File: config.mk
export PLATFORM = sky130hd
export DESIGN_NAME = ea_unit
export DESIGN_NICKNAME = d
export VERILOG_FILES = /design/src/rtl/ea_unit.sv
export SDC_FILE = /design/constraint.sdc
export NUM_CORES = 1
export LEC_CHECK = 0
export BUFFER_PORTS_ARGS = -buffer_cell sky130_fd_sc_hd__clkbuf_2
export CORE_UTILIZATION = 45
export DETAILED_ROUTE_END_ITERATION = 8
export SLEW_MARGIN = 20
export SYNTH_ARGS = -nofsm -noshare
export SYNTH_HDL_FRONTEND = slang
export SYNTH_SLANG_ARGS = --single-unit
File: constraint.sdc
create_clock -name clk -period 5.1 [get_ports clk]
set_clock_uncertainty 0.05 [all_clocks]
set_input_delay 1.53 -clock clk [delete_from_list [all_inputs] [get_ports clk]]
set_output_delay 1.53 -clock clk [all_outputs]
set_load 0.03 [all_outputs]
File: src/rtl/ea_unit.sv
module ea_unit #(
  parameter int NREG = 8,
  parameter int DW   = 32,
  parameter int AW   = 24,
  parameter int NW   = 16
) (
  input  logic                     clk,
  input  logic                     rst_n,
  input  logic                     req_valid,
  input  logic [2:0]               req_mode,
  input  logic [1:0]               req_size,
  input  logic [$clog2(NREG)-1:0]  req_reg,
  input  logic [AW-1:0]            req_field,
  input  logic                     wide_space,
  input  logic                     load_en,
  input  logic [$clog2(NREG)-1:0]  load_reg,
  input  logic [DW-1:0]            load_value,
  output logic                     ea_valid,
  output logic [AW-1:0]            ea,
  output logic                     wb_strobe,
  output logic [DW-1:0]            wb_value,
  output logic                     misalign
);
  localparam logic [2:0] M_POST = 3'd0, M_PRE = 3'd1, M_ABS8 = 3'd2, M_ABS16 = 3'd3;
  localparam logic [AW-1:0] NARROW_MASK = {{(AW-NW){1'b0}}, {NW{1'b1}}};

  logic [DW-1:0] rf [NREG];

  wire [DW-1:0] cur  = rf[req_reg];
  wire [DW-1:0] step = req_size[1] ? DW'(4) : req_size[0] ? DW'(2) : DW'(1);
  wire [DW-1:0] inc  = cur + step;
  wire [DW-1:0] dec  = cur - step;
  wire          post = (req_mode == M_POST);
  wire          pre  = (req_mode == M_PRE);
  wire          stepping = post | pre;
  wire [DW-1:0] nxt  = post ? inc : dec;
  wire          odd  = post ? cur[0] : dec[0];
  wire          bad  = stepping & (req_size != 2'd0) & odd;

  logic [AW-1:0] raw_ea;
  always_comb begin
    case (req_mode)
      M_POST:  raw_ea = cur[AW-1:0];
      M_PRE:   raw_ea = dec[AW-1:0];
      M_ABS8:  raw_ea = {{(AW-8){1'b1}}, req_field[7:0]};
      M_ABS16: raw_ea = {{(AW-16){req_field[15]}}, req_field[15:0]};
      default: raw_ea = req_field;
    endcase
  end

  wire [AW-1:0] next_ea = wide_space ? raw_ea : (raw_ea & NARROW_MASK);

  always_ff @(posedge clk or negedge rst_n) begin
    if (!rst_n) begin
      for (int i = 0; i < NREG; i++) rf[i] <= '0;
    end else begin
      if (load_en) rf[load_reg] <= load_value;
      if (req_valid && stepping) rf[req_reg] <= nxt;
    end
  end

  always_ff @(posedge clk or negedge rst_n) begin
    if (!rst_n) begin
      ea_valid  <= 1'b0;
      ea        <= '0;
      wb_strobe <= 1'b0;
      wb_value  <= '0;
      misalign  <= 1'b0;
    end else begin
      ea_valid  <= req_valid;
      wb_strobe <= req_valid & stepping;
      misalign  <= req_valid & bad;
      if (req_valid) begin
        ea <= next_ea;
        if (stepping) wb_value <= nxt;
      end
    end
  end

  assert_abs_no_wb_R11: assert property (@(posedge clk) disable iff (!rst_n)
    (req_valid && req_mode >= M_ABS8) |=> !wb_strobe);
  assert_idle_quiet_R13: assert property (@(posedge clk) disable iff (!rst_n)
    !req_valid |=> (!ea_valid && !wb_strobe && !misalign));
  assert_narrow_top_zero_R10: assert property (@(posedge clk) disable iff (!rst_n)
    (req_valid && !wide_space) |=> (ea[AW-1:NW] == '0));
  assert_predec_addr_R4: assert property (@(posedge clk) disable iff (!rst_n)
    (req_valid && pre && wide_space) |=> (ea == wb_value[AW-1:0]));
  assert_postinc_byte_R2: assert property (@(posedge clk) disable iff (!rst_n)
    (req_valid && post && wide_space && req_size == 2'd0) |=> (wb_value[AW-1:0] - ea == AW'(1)));
  assert_abs8_ones_R7: assert property (@(posedge clk) disable iff (!rst_n)
    (req_valid && req_mode == M_ABS8 && wide_space) |=> (ea[AW-1:8] == '1));
  assert_misalign_only_step_R6: assert property (@(posedge clk) disable iff (!rst_n)
    misalign |-> wb_strobe);
endmodule

Word-level counts from Yosys, hierarchy flattened
Cells that the tools add are included.
Widths: inputs -> output; s select.
{"block": "word_totals", "wordCells": 52, "output_inout_bits": 59, "in_bits": 72, "regBits": 315}
{"block": "op_classes", "bitwise": 7, "n_addsub": 2, "eq_ne": 3, "order_cmp": 4, "mux": 17, "reduce_logical": 6}
{"op": "$bwmux 256", "n": 2}
{"op": "$mux 256", "n": 2}
{"op": "$demux 32 s3", "n": 2}
{"op": "$mux 32", "n": 5}
{"op": "$bmux 32 s3", "n": 1}
{"op": "$pmux 24 s4", "n": 1}
{"op": "$add 32x3->32", "n": 1}
{"op": "$sub 32x3->32", "n": 1}
{"op": "$mux 24", "n": 1}
{"op": "$ge 4x4->1 const B", "n": 2}
{"op": "$lt 4x1->1 const B", "n": 2}
{"op": "$not 3->4", "n": 2}
{"op": "$eq 3x2->1 const B", "n": 2}
{"op": "$and 1x1->1", "n": 4}
{"op": "$eq 3x1->1 const B", "n": 1}
{"op": "$logic_and 1x1->1", "n": 3}
{"op": "$logic_not 3->1", "n": 1}
{"op": "$mux 3", "n": 1}
{"op": "$mux 2", "n": 1}
{"op": "$reduce_and 2->1", "n": 1}
{"op": "$reduce_bool 2->1", "n": 1}
{"op": "$mux 1", "n": 1}
{"op": "$or 1x1->1", "n": 1}

Longest topological paths before layout
{"block": "logic_depth", "word_depth": 9, "ltp_mapped": 20, "ltp_nobuf": 14}

Worst setup path before layout
Ideal clock, no wire load.
{"block": "synth_path", "kind": "input to register", "from": "input req_reg[1]", "to": "register rf[157] (netlist name)", "arrival_ns": 5.574, "path_slack_ns": -0.665, "setup_ns": 0.141, "n_path_buf": 5, "cell_stages": 17, "required_ns": 4.909, "path_cell_list": "buf_6 > buf_6 > buf_4 > buf_2 > buf_1 > mux2_2 > a221o_1 > o2bb2ai_1 > ha_1 > o21bai_1 > a21oi_1 > and4_1 > nand4_1 > nor2_1 > a32oi_1 > xor2_1 > o21ai_1"}
{"block": "synth_via", "elab_chain_cells": 8, "word_cells_on_any_way": 14, "classes_between": "add/sub: 2; order compare: 2; mux: 8; bitwise: 1; reduce/logical: 1"}
{"element": "start, declared", "line_no": "12", "source": "input logic [$clog2(NREG)-1:0] req_reg,"}
{"element": "$not 3->4 (implied by the code) (*)", "line_no": "29, 58"}
{"element": "$bmux 32 s3", "line_no": "29", "source": "wire [DW-1:0] cur = rf[req_reg];"}
{"element": "$mux 32 (implied by the code) (2 in series)", "line_no": "29"}
{"element": "$sub 32x3->32 / $add 32x3->32 (equally long branches)", "line_no": "32, 31"}
{"element": "$mux 32", "line_no": "36", "source": "wire [DW-1:0] nxt = post ? inc : dec;"}
{"element": "$bwmux 256 (*)", "line_no": "58", "source": "if (req_valid && stepping) rf[req_reg] <= nxt;"}
{"element": "$mux 256 (*)", "line_no": "58"}
{"element": "end signal, assigned by index", "line_no": "57", "source": "if (load_en) rf[load_reg] <= load_value;"}
{"element": "end signal, assigned by index", "line_no": "58"}
{"element": "end, declared", "line_no": "27", "source": "logic [DW-1:0] rf [NREG];"}
Mark *: on every way between the ends. The rest lies on a longest branch, timed or not. The select of a mux whose other input is x is not followed.
A chain may end at the register's enable or synchronous reset.

Worst setup path after layout
{"block": "layout_path", "from": "input req_reg[1]", "to": "register rf[143] (netlist name)"}
The elaborated chain is that of the path after synthesis.

==> run metrics <==
status=completed; Pre-antenna DRT Iters=7; GR Layer Usage met3=4.40%; initial antenna violation count=1; layout cell share with drive strength beyond 1=26.9%; DR vias/cell=5.82; flop2flop setup slack=1490 ps; DPL Wire Length=36.3 mm; Clock Path Buffers=3; Setup Fix Bufs, Post-CTS=0; Final Hold Viols=0; CTS buffer count=37; RePlAce Congestion=0.943; Final setup viols=0; post-layout util=53.8%; critical path fanouts, max=15; Reg clk slew, reported paths=60 ps; post-synthesis sequential area ratio=43.8%; Final period util=90.0%; Site Rows=72; Core Area=39100 µm²; Crit path arrival time=5020 ps; Vert. Die Dim=202 µm; Tightest Pin Transition=1000 ps; Cell variety after synth=69; Final Critical Period=4590 ps; crit end category=flop; WL/cell=22.6 µm; Chip Width=202 µm; DRC Markers=0; TNS Setup=0 ps; Worst Hold Class=reg2reg; ys flop type=dfrtp_1; met2 GRT Util=44.6%; Crit path required time=5530 ps; initial DRC count=1226; syn avg cell area=9.87 µm²; cts hold-fix bufs=0; synthesized area=18000 µm²; Crit-path slowest cell=o32ai_1; vias in the first global route=14500; Global Route Usage Sum=28.4%; setup ws final=509 ps; CTS Root Cell=clkbuf_16; setup slack at placement=-30.3 ps; pin count of the biggest net entering global routing=96; H-tree levels=2; post-cts sizing count=0; warnings from Yosys=0; IO Pins=131; relative max-transition margin=32.6%; Remaining Overflow, GRT=0; Slew Limit Fails=0; post-synth top area share=43.8%; Post-synth EDFFs=0; Post-synth ARST share=100%; worst-path cell chain=buf_4, buf_4, mux2i_1, o21ai_0, nand2_1, o221ai_1, ha_1, a21oi_2, and4_1, nand4_1, o32ai_1, buf_4, xnor2_1, buf_4, nor2_1, a21oi_1; syn nets=1905; Die Area=40800 µm²; effective utilization at floorplan=46.1%; Nets=2043; leading area contributor after synthesis=dfrtp_1; worst vdd ir=218 µV; grt met1 use=40.3%; busiest metal layer after global routing=met2; Placed Instance Area=19800 µm²; routed via count=14600; Post-synth top cells=dfrtp_1, nand2_1, o21ai_0, mux2_2; cell mode on critical path=buf_4; fillcell total=3522; Power Density=433 nW/µm²; WL final=56.5 mm; clk_lat worst skew=560 ps; clock sinks=315; synthesized flop and latch total=315; CTS tree=done; Synth area leaders=dfrtp_1, mux2_2, mux2i_1, mux4_2, nand2_1; Routed Antenna Nets=0; Leak=9.53 nW; largest stage delay on the critical path=450 ps; Port Buffer Count=130; synthesized instance count=1825; Max-cap violations=0; element type at the critical path start=input pin; RSZ-0062 raised after global routing=false; top-count cell post-synth=dfrtp_1; Area Overhead vs Synth=16.8%; WS Path Type=in2reg; max frequency=218 MHz; design area=21000 µm²; Ant. Diodes=0; global-route wire length before repair=88.0 mm
[layout by cell type (no fill, tap or decap), types with 9 or more instances in the layout]
cell         n
dfrtp_1    315
o21ai_0    154
nand2_1    256
buf_12       9
nand4_1     10
xor2_1      11
clkbuf_2   127
a211oi_1    28
nor4_1      11
a21oi_1    135
inv_1       21
buf_4      105
o21ai_1     35
nand3_1     15
mux2i_1    139
mux2_2     149
xnor2_1     19
nor2b_1     23
xnor2_2     10
clkbuf_16   38
mux4_2      45
nor3_1      12
and2_1      10
nor2_1     138
[power by group]
part / total, W / switching (W) / internal, W
clock: 0.00268 / 0.00108 / 0.00160
sequential: 0.00350 / 0.000349 / 0.00315
combinational: 0.00293 / 0.00166 / 0.00127
[state kept, by name (all words and copies together), names as in the netlist]
signal / count
wb_strobe: 1
rf: 256
wb_value: 32
misalign: 1
ea: 24
ea_valid: 1
[stage by stage]
step	instances	power, W	hold slack (ps)
2_1_floorplan	1825	0.00543	474
3_3_place_gp	2442	0.00638	411
3_5_place_dp	2442	0.00645	415
4_1_cts	2504	0.00915	433
5_1_grt	2504	0.00963	435
6_report	2504	0.00912	427
[critical path, delay by kind of cell]
kind | cells | cell delay, ps
AND/OR/NAND/NOR | 4 | 660
adder cells (fa/ha/maj) | 1 | 420
XOR/XNOR | 1 | 180
AO/OA/AOI/OAI | 5 | 1020
multiplexers | 1 | 240
buffers and inverters | 4 | 960
[final timing paths]
kind | from | end | cells after the start
worst max register to register | rf[0]$_DFF_PN0_ | rf[144]$_DFF_PN0_ | 12
worst min-delay path | wb_value[23]$_DFFE_PN0P_ | wb_value[23]$_DFFE_PN0P_ | 2
max in group asynchronous | rst_n | rf[140]$_DFF_PN0_ | 2
worst max-delay path | req_reg[1] | rf[143]$_DFF_PN0_ | 16
min in group asynchronous | rst_n | wb_value[21]$_DFFE_PN0P_ | 1
worst min register to register | wb_value[23]$_DFFE_PN0P_ | wb_value[23]$_DFFE_PN0P_ | 2
[cells by family (layout without fill, tap and decap cells)]
logic type | after synthesis | in the layout | synth area share (%)
AND/OR/NAND/NOR | 527 | 527 | 13.0
AO/OA/AOI/OAI | 431 | 431 | 13.7
multiplexers | 333 | 333 | 22.7
flip-flops | 315 | 315 | 43.8
buffers and inverters | 167 | 328 | 3.74
XOR/XNOR | 44 | 44 | 2.43
adder cells (fa/ha/maj) | 8 | 8 | 0.639
[final cells by class]
class,count,area (µm²),share of cell area [%]
repair buffers,242,1620,7.70
well taps,518,648,3.08
clock buffers,52,1060,5.06
multi-input cells,1343,9590,45.6
clock inverters,10,140,0.666
inverters,24,90.1,0.428
flip-flops and latches,315,7880,37.5
[layer usage]
layer / vias up / share of wire, % / wire (µm)
met4: 2 / 2.3 / 1290
met3: 80 / 6.5 / 3650
li1: 6791 / - / -
met5: - / 0.025 / 14
met2: 503 / 46 / 26000
met1: 7209 / 45 / 25600
Note: power is estimated with default switching activity, not from simulation.
